## config.mk

```make
export PLATFORM = sky130hd
export DESIGN_NAME = tdm_frame_master
export DESIGN_NICKNAME = d
export VERILOG_FILES = /design/src/rtl/tdm_pkg.sv /design/src/rtl/tdm_cfg_latch.sv /design/src/rtl/tdm_bit_divider.sv /design/src/rtl/tdm_frame_tracker.sv /design/src/rtl/tdm_frame_master.sv
export SDC_FILE = /design/constraint.sdc
export NUM_CORES = 1
export LEC_CHECK = 0
export ABC_AREA = 1
export BUFFER_PORTS_ARGS = -buffer_cell sky130_fd_sc_hd__buf_2
export CAP_MARGIN = 20
export CORE_MARGIN = 1
export CORE_UTILIZATION = 25
export DETAILED_ROUTE_END_ITERATION = 6
export GPL_ROUTABILITY_DRIVEN = 0
export PLACE_DENSITY = 0.43
export RECOVER_POWER = 100
export SYNTH_ARGS = -nofsm -noshare
export SYNTH_HDL_FRONTEND = slang
export SYNTH_SLANG_ARGS = --single-unit
```

## constraint.sdc

```tcl
create_clock -name clk -period 6.8 [get_ports clk]
set_clock_uncertainty 0.2 [all_clocks]
set_input_delay 0.34 -clock clk [delete_from_list [all_inputs] [get_ports clk]]
set_output_delay 0.34 -clock clk [all_outputs]
set_load 0.1 [all_outputs]
```

## src/rtl/tdm_pkg.sv

```systemverilog
// Shared constants and types for the cascaded TDM frame master.
// Assumes: a slot is 2**SLOT_BITS_LOG2 bits in continuous data mode.
package tdm_pkg;

    localparam int SLOT_BITS_LOG2 = 4;   // 16-bit base slot
    localparam int MIN_BIT_PERIOD = 2;   // shortest legal bit period in clk cycles

    typedef enum logic {
        XFER_CONT = 1'b0,
        XFER_PROG = 1'b1
    } xfer_mode_e;

endpackage

```

## src/rtl/tdm_cfg_latch.sv

```systemverilog
// Captures the divider, device-count and mode inputs at each frame start and
// derives the bit period, high time, frame length and error flag used for
// the whole frame.
// Assumes: load pulses for one cycle on the edge that begins a frame.
module tdm_cfg_latch #(
    parameter int DIV_W = 8,
    parameter int DEV_W = 4,
    parameter int PER_W = 16,
    parameter int FRM_W = 21
) (
    input  logic             clk,
    input  logic             rst_n,
    input  logic             load,
    input  logic [DIV_W-1:0] div_m,
    input  logic [DIV_W-1:0] div_n,
    input  logic [DIV_W-1:0] div_p,
    input  logic [DEV_W-1:0] dev_count,
    input  logic             turbo_en,
    input  logic             prog_mode,
    output logic [PER_W-1:0] period_q,
    output logic [PER_W-1:0] half_q,
    output logic [FRM_W-1:0] frame_len_q,
    output tdm_pkg::xfer_mode_e mode_q,
    output logic             err_q
);
    import tdm_pkg::*;

    localparam int UNIT_W = DEV_W + 1;
    localparam int SHIFT  = SLOT_BITS_LOG2;

    logic [PER_W-1:0]  mn_w;
    logic [UNIT_W-1:0] units_w;
    logic [PER_W-1:0]  per_raw;
    logic [PER_W-1:0]  per_w;
    logic [FRM_W-1:0]  frm_raw;
    logic [FRM_W-1:0]  frm_w;
    logic              err_w;

    // Derive the next frame's timing from the raw inputs.
    always_comb begin
        mn_w    = PER_W'(div_m) * PER_W'(div_n);
        units_w = prog_mode ? {dev_count, 1'b0} : {1'b0, dev_count};
        per_raw = turbo_en ? PER_W'(div_p) : PER_W'(div_p) * PER_W'(div_m);
        per_w   = (per_raw < PER_W'(MIN_BIT_PERIOD)) ? PER_W'(MIN_BIT_PERIOD) : per_raw;
        frm_raw = turbo_en ? (FRM_W'(mn_w) << SHIFT) : (FRM_W'(units_w) << SHIFT);
        frm_w   = (frm_raw < (FRM_W'(1) << SHIFT)) ? (FRM_W'(1) << SHIFT) : frm_raw;
        err_w   = (div_p < DIV_W'(MIN_BIT_PERIOD)) || (div_m == '0) || (div_n == '0)
                || (dev_count == '0) || (turbo_en && (mn_w <= PER_W'(units_w)));
    end

    // Hold the active settings; replace them only at a frame start.
    always_ff @(posedge clk) begin
        if (!rst_n) begin
            period_q    <= PER_W'(MIN_BIT_PERIOD);
            half_q      <= PER_W'(MIN_BIT_PERIOD / 2);
            frame_len_q <= FRM_W'(1) << SHIFT;
            mode_q      <= XFER_CONT;
            err_q       <= 1'b0;
        end else if (load) begin
            period_q    <= per_w;
            half_q      <= per_w >> 1;
            frame_len_q <= frm_w;
            mode_q      <= prog_mode ? XFER_PROG : XFER_CONT;
            err_q       <= err_w;
        end
    end

    // settings stay fixed between frame starts.
    p_cfg_hold_r9: assert property (@(posedge clk) disable iff (!rst_n)
        !load |=> ($stable(period_q) && $stable(frame_len_q) && $stable(err_q)))
        else $error("cfg changed without frame start");

endmodule

```

## src/rtl/tdm_bit_divider.sv

```systemverilog
// Divides clk into the serial bit clock. A bit begins with bclk high for
// half_q cycles and ends after period_q cycles, when bit_end pulses.
// Assumes: period_q >= 2, half_q >= 1, both constant inside a bit; prime is
// high only in the first cycle after reset and forces an immediate bit end.
module tdm_bit_divider #(
    parameter int PER_W = 16
) (
    input  logic             clk,
    input  logic             rst_n,
    input  logic             prime,
    input  logic [PER_W-1:0] period_q,
    input  logic [PER_W-1:0] half_q,
    output logic             bit_end,
    output logic             bclk
);
    logic [PER_W-1:0] tick_q;
    logic [PER_W-1:0] tick_inc;

    // Last cycle of the current bit (or the priming cycle after reset).
    always_comb begin
        tick_inc = tick_q + PER_W'(1);
        bit_end  = prime || (tick_inc == period_q);
    end

    // Count cycles within a bit and shape the clock as a registered output.
    always_ff @(posedge clk) begin
        if (!rst_n) begin
            tick_q <= '0;
            bclk   <= 1'b0;
        end else if (bit_end) begin
            tick_q <= '0;
            bclk   <= 1'b1;
        end else begin
            tick_q <= tick_inc;
            bclk   <= (tick_inc < half_q);
        end
    end

    // the tick never passes the active period.
    p_tick_in_range_r2: assert property (@(posedge clk) disable iff (!rst_n || prime)
        tick_q < period_q)
        else $error("bit tick out of range");

endmodule

```

## src/rtl/tdm_frame_tracker.sv

```systemverilog
// Counts bits into frames, drives frame sync for the first bit, and tracks
// the owner of each slot from the master down to device 0.
// Assumes: bit_end marks the last cycle of a bit; mode_q and frame_len_q
// change only on the edge where frame_end is high.
module tdm_frame_tracker #(
    parameter int DEV_W = 4,
    parameter int FRM_W = 21
) (
    input  logic             clk,
    input  logic             rst_n,
    input  logic             prime,
    input  logic             bit_end,
    input  logic [FRM_W-1:0] frame_len_q,
    input  tdm_pkg::xfer_mode_e mode_q,
    input  logic [DEV_W-1:0] dev_count,
    output logic             frame_end,
    output logic             fsync,
    output logic [DEV_W-1:0] slot_owner,
    output logic             slot_valid
);
    import tdm_pkg::*;

    localparam int SLOT_W = SLOT_BITS_LOG2 + 1;

    logic [FRM_W-1:0]  bit_q;
    logic [SLOT_W-1:0] inslot_q;
    logic [SLOT_W-1:0] slot_last;

    // Frame ends with its last bit; slot length depends on the mode.
    always_comb begin
        frame_end = bit_end && (prime || (bit_q == frame_len_q - FRM_W'(1)));
        slot_last = (mode_q == XFER_PROG) ? SLOT_W'((1 << (SLOT_BITS_LOG2 + 1)) - 1)
                                          : SLOT_W'((1 << SLOT_BITS_LOG2) - 1);
    end

    // Advance bit, slot and owner state at each bit boundary.
    always_ff @(posedge clk) begin
        if (!rst_n) begin
            bit_q      <= '0;
            inslot_q   <= '0;
            fsync      <= 1'b0;
            slot_owner <= '0;
            slot_valid <= 1'b0;
        end else if (frame_end) begin
            bit_q      <= '0;
            inslot_q   <= '0;
            fsync      <= 1'b1;
            slot_valid <= (dev_count != '0);
            slot_owner <= (dev_count != '0) ? dev_count - DEV_W'(1) : '0;
        end else if (bit_end) begin
            bit_q <= bit_q + FRM_W'(1);
            fsync <= 1'b0;
            if (inslot_q == slot_last) begin
                inslot_q <= '0;
                if (slot_valid && (slot_owner != '0)) begin
                    slot_owner <= slot_owner - DEV_W'(1);
                end else begin
                    slot_valid <= 1'b0;
                    slot_owner <= '0;
                end
            end else begin
                inslot_q <= inslot_q + SLOT_W'(1);
            end
        end
    end

    // bit position stays inside the active frame.
    p_bit_in_frame_r4: assert property (@(posedge clk) disable iff (!rst_n)
        bit_q < frame_len_q)
        else $error("bit index beyond frame");

    // within a frame the owner only steps down by one.
    p_owner_step_r6: assert property (@(posedge clk) disable iff (!rst_n)
        (slot_valid && $past(slot_valid) && !fsync && (slot_owner != $past(slot_owner)))
        |-> (slot_owner == DEV_W'($past(slot_owner) - DEV_W'(1))))
        else $error("slot owner skipped");

endmodule

```

## src/rtl/tdm_frame_master.sv

```systemverilog
// Top of the cascaded TDM frame master: divides clk into the bit clock,
// frames bits with a one-bit sync pulse and reports slot ownership for a
// chain of dev_count devices. Settings are taken at frame starts.
// Assumes: all inputs synchronous to clk.
module tdm_frame_master #(
    parameter int DIV_W = 8,
    parameter int DEV_W = 4
) (
    input  logic             clk,
    input  logic             rst_n,
    input  logic [DIV_W-1:0] div_m,
    input  logic [DIV_W-1:0] div_n,
    input  logic [DIV_W-1:0] div_p,
    input  logic [DEV_W-1:0] dev_count,
    input  logic             turbo_en,
    input  logic             prog_mode,
    output logic             bclk,
    output logic             fsync,
    output logic [DEV_W-1:0] slot_owner,
    output logic             slot_valid,
    output logic             cfg_err
);
    import tdm_pkg::*;

    localparam int PER_W = 2 * DIV_W;
    localparam int FRM_W = PER_W + SLOT_BITS_LOG2 + 1;

    logic             prime_q;
    logic             bit_end;
    logic             frame_end;
    logic [PER_W-1:0] period_q;
    logic [PER_W-1:0] half_q;
    logic [FRM_W-1:0] frame_len_q;
    xfer_mode_e       mode_q;

    // Arm an immediate frame start on the first edge after reset.
    always_ff @(posedge clk) begin
        if (!rst_n) prime_q <= 1'b1;
        else        prime_q <= 1'b0;
    end

    tdm_cfg_latch #(
        .DIV_W(DIV_W), .DEV_W(DEV_W), .PER_W(PER_W), .FRM_W(FRM_W)
    ) cfg_i (
        .clk(clk), .rst_n(rst_n), .load(frame_end),
        .div_m(div_m), .div_n(div_n), .div_p(div_p), .dev_count(dev_count),
        .turbo_en(turbo_en), .prog_mode(prog_mode),
        .period_q(period_q), .half_q(half_q), .frame_len_q(frame_len_q),
        .mode_q(mode_q), .err_q(cfg_err)
    );

    tdm_bit_divider #(
        .PER_W(PER_W)
    ) div_i (
        .clk(clk), .rst_n(rst_n), .prime(prime_q),
        .period_q(period_q), .half_q(half_q),
        .bit_end(bit_end), .bclk(bclk)
    );

    tdm_frame_tracker #(
        .DEV_W(DEV_W), .FRM_W(FRM_W)
    ) trk_i (
        .clk(clk), .rst_n(rst_n), .prime(prime_q), .bit_end(bit_end),
        .frame_len_q(frame_len_q), .mode_q(mode_q), .dev_count(dev_count),
        .frame_end(frame_end), .fsync(fsync),
        .slot_owner(slot_owner), .slot_valid(slot_valid)
    );

    // a frame sync always begins together with a bit.
    p_fsync_bclk_r3: assert property (@(posedge clk) disable iff (!rst_n)
        $rose(fsync) |-> $rose(bclk))
        else $error("fsync rose without bit start");

endmodule

```

==> flow_summary_export.csv, run 1 <==
group,metric,value,unit
floorplanning,ios,40,
clocking,hold_buffers,0,
run_status,violations,"capacitance limit",
logic_synthesis,ys_seq_area_share,16.2,%
power_and_ir_drop,p_int,1280,uW
critical_path,end_kind,"register",
sta,setup_viol,0,
run_status,outcome,"complete, but fails checks",
placement,dpl.hpwl,22200,um
grt,grt_pass1_wl,45900,um
drt,vias,9215,
drt,drtIter0Drc,443,
flow_run,drv_cap,1,
sta,rsz0062_at_grt,"false",
grt,grt-ovfl-total,0,
power_and_ir_drop,cellPowerDensity,219,nW/um^2
final_layout,syn_to_final_growth,7.61,%
clocking,clk_latency,0.35,ns
critical_path,required,6.80,ns
power_and_ir_drop,leakage,0.00601,uW
clocking,cts_buffers,9,
power_and_ir_drop,ir_drop,0.0953,mV
logic_synthesis,ys_ff_latch,84,
floorplanning,die_y,206,um
clocking,cts_setup_buffers,0,
power_and_ir_drop,p_clk_share,19.0,%
sta,min_period,5.31,ns
power_and_ir_drop,p_sw,1170,uW
final_layout,drive_above_1_share,5.02,%
clocking,cts_tree,"built",
drt,wl_per_cell,12.9,um
logic_synthesis,synth_edf_count,0,
clocking,postCtsResizedCells,0,
clocking,root_buffer,"clkbuf_16",
sta,fin_hold_ws,0.152,ns
logic_synthesis,synth_top_area_share,16.2,%
grt,grt_pass1_vias,9101,
power_and_ir_drop,swShare,47.7,%
final_layout,nets,1788,
sta,fin_crit_sh,78.1,%
sta,tightest_slew,1.48,ns
clocking,path_clk_slew,0.06,ns
logic_synthesis,mappedNetlistArea,10400,sq um
final_layout,diodes,0,
critical_path,cp-start-kind,"register",
logic_synthesis,ys_top_cells_by_area,"dfxtp_1, nand2_1, fa_1, inv_1, ha_1",
clocking,ctsLongestPathBuffers,2,
logic_synthesis,syn_inst,1591,
sta,finalSetupTns,0,ns
final_layout,final_area,11200,sq um
logic_synthesis,synth_cell_type_count,48,
logic_synthesis,synth-async-reset-ratio,0,%
logic_synthesis,postSynthAreaPerCell,6.54,sq um
critical_path,cp_max_fo,42,
floorplanning,rows,74,
critical_path,worst-setup-path-type,"reg -> reg",
floorplanning,die_w,206,um
grt,antenna_found_initial,0,
sta,clock.fmax,188,MHz
logic_synthesis,synth_warnings,0,
final_layout,seq_area,1680,sq um
final_layout,multi_input_area,7100,sq um
worst_hold_path,hp-class,"in -> reg",
sta,drv_slew,0,
logic_synthesis,syn_nets,1791,
final_layout,fillers,4711,
drt,post_drt_via_cell_ratio,4.34,
drt,dr.pass1.iters,5,
critical_path,arrival,5.31,ns
logic_synthesis,synth.largest_area_cell,"dfxtp_1",
floorplanning,start_util,25.4,%
clocking,htree_levels,3,
placement,placed_cell_area,11000,sq um
drt,wirelength,27400,um
floorplanning,fp.dieArea,42400,sq um
grt,grt_start_max_net_pins,43,
placement,io_buffers,39,
floorplanning,design.core.area,40900,sq um
drt,drtAntennaViolNets,0,
power_and_ir_drop,seq_power_share,22.4,%
sta,relSlewSlack,1.29,%
clocking,clock_sinks,84,
logic_synthesis,synth_ff_type,"dfxtp_1",
drt,drc,0,
grt,grt.total_usage,13.5,%
power_and_ir_drop,combPwrFrac,58.6,%
sta,finalHoldViolations,0,
state kept, by name, indices dropped and copies added, names as in the netlist:
name and cells:
cfg_i.frame_len_q 16, div_i.bclk 1, trk_i.fsync 1, cfg_i.period_q 16
trk_i.slot_valid 1, prime_q 1, cfg_i.err_q 1, cfg_i.mode_q 1
trk_i.bit_q 21, trk_i.inslot_q 5, div_i.tick_q 16, trk_i.slot_owner 4
path summary, 6_finish.rpt:
check,slack (ns),cells after the start,endpoint,startpoint
worst max-delay path,1.49,18,cfg_i.period_q[15]$_SDFFE_PN0P_,div_i.tick_q[0]$_SDFF_PP0_
worst min-delay path,0.15,3,cfg_i.mode_q$_SDFFE_PN0P_,prog_mode
worst max register to register,1.49,18,cfg_i.period_q[15]$_SDFFE_PN0P_,div_i.tick_q[0]$_SDFF_PP0_
worst min register to register,0.27,2,cfg_i.period_q[12]$_SDFFE_PN0P_,cfg_i.period_q[12]$_SDFFE_PN0P_
layout make-up:
class	count	share of cell area [%]
sequential	84	15.0
multi-input combinational	1111	63.4
clock inverter	3	0.201
tap	532	5.94
timing repair buffer	39	1.64
inverter	343	11.5
clock buffer	13	2.23
worst max-delay path, cell delays in order, from the launching register on:
cell and delay [ns]:
dfxtp_1 0.44, ha_1 0.20, nand2_1 0.21, nor2_1 0.27, nand2_1 0.08, nand2_1 0.08
nand2_1 0.10, nand2_1 0.07, nand2_1 0.05, nor2_1 0.08, nand3_1 0.08, nor2_1 0.14
nand2_2 0.07, nand2_1 1.06, nand2_1 0.81, nand2_4 0.65, inv_4 0.20, nand2_1 0.15
o21ai_0 0.16
through the flow:
step           util (%)  setup WS, ns  total power, uW  cells
5_1_grt            27.4         0.871             2760   2125
3_3_place_gp       26.9          1.78             2020   2109
3_5_place_dp       26.9          1.70             2020   2109
6_report           27.4          1.49             2450   2125
2_1_floorplan         -          1.83             1690   1591
4_1_cts            27.5          2.07             2500   2125
power groups by stage:
stage | registers (uW) | logic (uW) | clock network, uW
CTS | 550 | 1470 | 482
detailed placement | 561 | 1460 | 0
finish | 550 | 1440 | 466
global route | 555 | 1690 | 507
floorplan | 585 | 1110 | 0
global placement | 561 | 1460 | 0
placed cells by master, fill, tap and decap left out, drive strengths merged, types with 3 or more instances in the layout:
master    netlist  final
xnor3           3      3
xor2           25     25
fa             72     72
or2             3      3
clkinvlp        0      3
xnor2          18     18
nand3         108    108
buf            18     30
ha             96     96
dfxtp          84     84
o21ai          72     72
nand2         448    448
nor3           16     16
o21bai          6      6
nand4          23     23
a21oi          53     53
nor4           12     12
inv           343    343
nor2          134    134
a31oi           5      5
nand3b          5      5
clkbuf         35     22
kinds of logic after synthesis:
family                   synth area share, %
AND/OR/NAND/NOR                         31.3
buffers and inverters                   15.0
adder cells (fa/ha/maj)                 25.4
AO/OA/AOI/OAI                           7.76
flip-flops                              16.2
XOR/XNOR                                4.27
multiplexers                          0.0962
synthesized netlist by cell type (all sizes together) (6+ instances only):
cell and number:
nand2 448, nor4 12, inv 343, fa 72
clkbuf 35, nor2 134, ha 96, a21oi 53
buf 18, o21bai 6, xnor2 18, nand4 23
o21ai 72, dfxtp 84, xor2 25, nand3 108
nor3 16
layer usage:
layer / up-vias / part of all wire, % / global-route usage [%]
met5: - / 0 / 0
met4: 0 / 0.94 / 2.94
met3: 14 / 2.0 / 1.31
met2: 101 / 47 / 22.8
met1: 4236 / 50 / 18.4
li1: 4864 / - / -
(Power assumes the default switching activity.)
==> inputs of run 2 (changes only) <==
--- a/config.mk
+++ b/config.mk
@@ -5,7 +5,7 @@
 export SDC_FILE = /design/constraint.sdc
 export NUM_CORES = 1
 export LEC_CHECK = 0
-export ABC_AREA = 1
+export ABC_AREA = 0
 export BUFFER_PORTS_ARGS = -buffer_cell sky130_fd_sc_hd__buf_2
 export CAP_MARGIN = 20
 export CORE_MARGIN = 1
==> constraint.sdc (replaced) <==
create_clock -name clk -period 5.4 [get_ports clk]
set_clock_uncertainty 0.2 [all_clocks]
set_input_delay 0.27 -clock clk [delete_from_list [all_inputs] [get_ports clk]]
set_output_delay 0.27 -clock clk [all_outputs]
set_load 0.1 [all_outputs]
==> flow_summary_export.csv, run 2 <==
group,metric,value,unit
logic_synthesis,syn_inst,1142,
logic_synthesis,syn_nets,1342,
worst_hold_path,min_delay_worst_endpoint,"cfg_i.mode_q$_SDFFE_PN0P_",
placement,io_buffers,39,
sta,fin_crit_sh,95.4,%
sta,fin_ws,0.246,ns
final_layout,diodes,0,
final_layout,multi_input_area,7240,sq um
grt,grt-ovfl-total,0,
critical_path,r2r_slack,0.37,ns
clocking,ctsLongestPathBuffers,2,
grt,grt_pass1_vias,7686,
grt,grt_start_max_net_pins,40,
logic_synthesis,muxShareOfSynthArea,2.63,%
drt,wirelength,24000,um
placement,dpl.hpwl,19600,um
final_layout,fillers,4155,
power_and_ir_drop,p_clk_share,18.4,%
sta,min_period,5.15,ns
logic_synthesis,synth_warnings,0,
sta,clock.fmax,194,MHz
floorplanning,start_util,25.5,%
logic_synthesis,synth_most_common_cell,"inv_1",
drt,drtIter0Drc,370,
grt,grt.total_usage,12.6,%
final_layout,syn_to_final_growth,15.9,%
logic_synthesis,synth_top_area_share,17.5,%
critical_path,reg2reg_to,"trk_i.bit_q[14]$_SDFFE_PP0P_",
flow_run,drv_cap,0,
grt,grt_pass1_wl,39900,um
logic_synthesis,synthAdderAreaFrac,27.5,%
logic_synthesis,synth-compound-area-share,13.0,%
power_and_ir_drop,swShare,41.1,%
logic_synthesis,synth_top_family_by_area,"adder cells",
logic_synthesis,synth_simple_gate_area_share,24.3,%
placement,pre_cts_slack,-0.129,ns
final_layout,largest_reg_flops,21,
power_and_ir_drop,p_sw,1350,uW
critical_path,cp-start-kind,"primary input",
logic_synthesis,ys_top_cells_by_count,"inv_1, and2_1, ha_1, nor2_1, dfxtp_1",
drt,drc,0,
critical_path,worst-setup-path-type,"in -> reg",
sta,drv_slew,0,
drt,wl_per_cell,13.8,um
power_and_ir_drop,seq_power_share,22.4,%
final_layout,top_register,"trk_i.bit_q",
logic_synthesis,mappedNetlistArea,9610,sq um
sta,relSlewSlack,21.8,%
floorplanning,die_w,198,um
logic_synthesis,ys_seq_area_share,17.5,%
worst_hold_path,worst_hold_startpoint,"prog_mode",
sta,finalHoldViolations,0,
drt,dr.pass1.iters,4,
drt,drtAntennaViolNets,0,
floorplanning,rows,71,
clocking,hold_buffers,0,
clocking,cts_buffers,9,
logic_synthesis,ys_top_cells_by_area,"dfxtp_1, fa_1, ha_1, and2_1, xnor2_1",
final_layout,nets,1423,
critical_path,cp_max_fo,4,
floorplanning,design.core.area,37800,sq um
final_layout,layout_commonest_cell,"inv_1",
critical_path,end_kind,"register",
floorplanning,die_y,198,um
critical_path,crit_path_start,"div_m[1]",
critical_path,arrival,5.24,ns
logic_synthesis,synth_edf_count,0,
clocking,clock_sinks,84,
clocking,cts_tree,"built",
power_and_ir_drop,cellPowerDensity,296,nW/um^2
critical_path,r2r_cells,11,
power_and_ir_drop,p_int,1940,uW
sta,rsz0062_at_grt,"false",
grt,antenna_found_initial,1,
sta,setup_viol,0,
critical_path,timing.rr.start,"div_i.tick_q[0]$_SDFF_PP0_",
worst_hold_path,min_path_cells,3,
power_and_ir_drop,combPwrFrac,59.2,%
final_layout,layout_common_cells,"inv_1, and2_1, ha_1",
floorplanning,fp.dieArea,39200,sq um
logic_synthesis,synth-async-reset-ratio,0,%
run_status,outcome,"completed",
logic_synthesis,ys_ff_latch,84,
logic_synthesis,synth_xor_area_share,7.76,%
logic_synthesis,synth_cell_type_count,78,
final_layout,fin_util,29.5,%
worst_hold_path,hp-class,"in -> reg",
logic_synthesis,postSynthAreaPerCell,8.41,sq um
logic_synthesis,synth_ff_type,"dfxtp_1",
clocking,root_buffer,"clkbuf_16",
sta,tightest_slew,1.18,ns
drt,post_drt_via_cell_ratio,4.51,
logic_synthesis,synth.largest_area_cell,"dfxtp_1",
power_and_ir_drop,leakage,0.00490,uW
floorplanning,ios,40,
critical_path,required,5.48,ns
clocking,clk_latency,0.34,ns
drt,vias,7850,
final_layout,drive_above_1_share,12.3,%
clocking,htree_levels,3,
final_layout,seq_area,1680,sq um
clocking,path_clk_slew,0.06,ns
power_and_ir_drop,ir_drop,0.156,mV
## run 2: cell count changes after synthesis, moves of 22 or more
| cell | before | now |
|---|---|---|
| nand3_1 | 105 | 22 |
| a211oi_1 | 2 | 25 |
| nand2_1 | 430 | 69 |
| xnor2_1 | 18 | 58 |
| and3_1 | 1 | 23 |
| and2_1 | 0 | 111 |
| inv_1 | 339 | 133 |
| nor2_1 | 120 | 87 |
## run 2: cells by family (layout without fill, tap and decap cells)
family          Yosys count  after routing
mux                      24             24
compound gates          181            181
fa+ha+maj               168            168
simple gates            424            424
xor+xnor                 83             83
buf+inv                 178            264
flops                    84             84
## run 2: worst max path at each step
stage	end	slack, ns	cells after the start
floorplan	cfg_i.err_q$_SDFFE_PN0P_	0.06	18
global placement	cfg_i.err_q$_SDFFE_PN0P_	-0.09	18
detailed placement	cfg_i.frame_len_q[4]$_SDFFE_PN1P_	-0.13	18
CTS	cfg_i.frame_len_q[4]$_SDFFE_PN1P_	0.22	18
global route	cfg_i.period_q[1]$_SDFFE_PN1P_	0.004	21
finish	cfg_i.frame_len_q[4]$_SDFFE_PN1P_	0.25	18
## run 2: layout make-up
| cell class | count | share of cell area, % |
|---|---|---|
| clock inverter | 4 | 0.303 |
| tap | 511 | 5.74 |
| timing repair buffer | 113 | 7.02 |
| sequential | 84 | 15.1 |
| clock buffer | 12 | 2.30 |
| multi-input combinational | 880 | 65.0 |
| inverter | 135 | 4.55 |
## run 2: per-layer routing
metal | share of wire, % | global-route usage [%] | up-vias
met4 | 0.81 | 2.38 | 0
met2 | 43 | 20.1 | 66
met5 | 0 | 0 | -
met3 | 1.8 | 1.19 | 10
met1 | 54 | 18.3 | 3743
li1 | - | - | 4031
## run 2: stage by stage
stage	TNS (ns)	instances	instance area, sq um	hold slack [ns]	total power, uW
after floorplan	0	1142	9620	0.214	2070
after global placement	-0.180	1723	10900	0.280	2720
after detailed placement	-0.354	1723	10900	0.288	2720
after global routing	0	1739	11100	0.0754	3630
after CTS	0	1739	11200	0.0661	3350
final	0	1739	11100	0.0754	3290
## run 2: critical path, stage by stage
cell      delay, ns
buf_2          0.12
and2_1         0.15
fa_1           0.52
fa_1           0.53
fa_1           0.55
inv_1          0.05
fa_1           0.53
inv_1          0.04
ha_1           0.29
or2_2          0.29
o31a_1         0.13
a311oi_2       0.27
o21ai_0        0.11
o21ai_0        0.10
xnor2_1        0.10
or4b_2         0.73
a311oi_1       0.32
a211o_1        0.13
## run 2: timing repair
| action | in CTS | in global routing |
|---|---|---|
| gates resized for setup | 0 | 3 |
| setup endpoints to repair | 0 | 4 |
| buffers inserted | 0 | 0 |
## run 2: power groups by stage
stage / clock network [uW] / logic, uW / registers, uW
3_5_place_dp: 0 / 1970 / 753
3_3_place_gp: 0 / 1970 / 751
2_1_floorplan: 0 / 1300 / 762
4_1_cts: 628 / 1980 / 738
5_1_grt: 653 / 2230 / 748
6_report: 605 / 1950 / 738
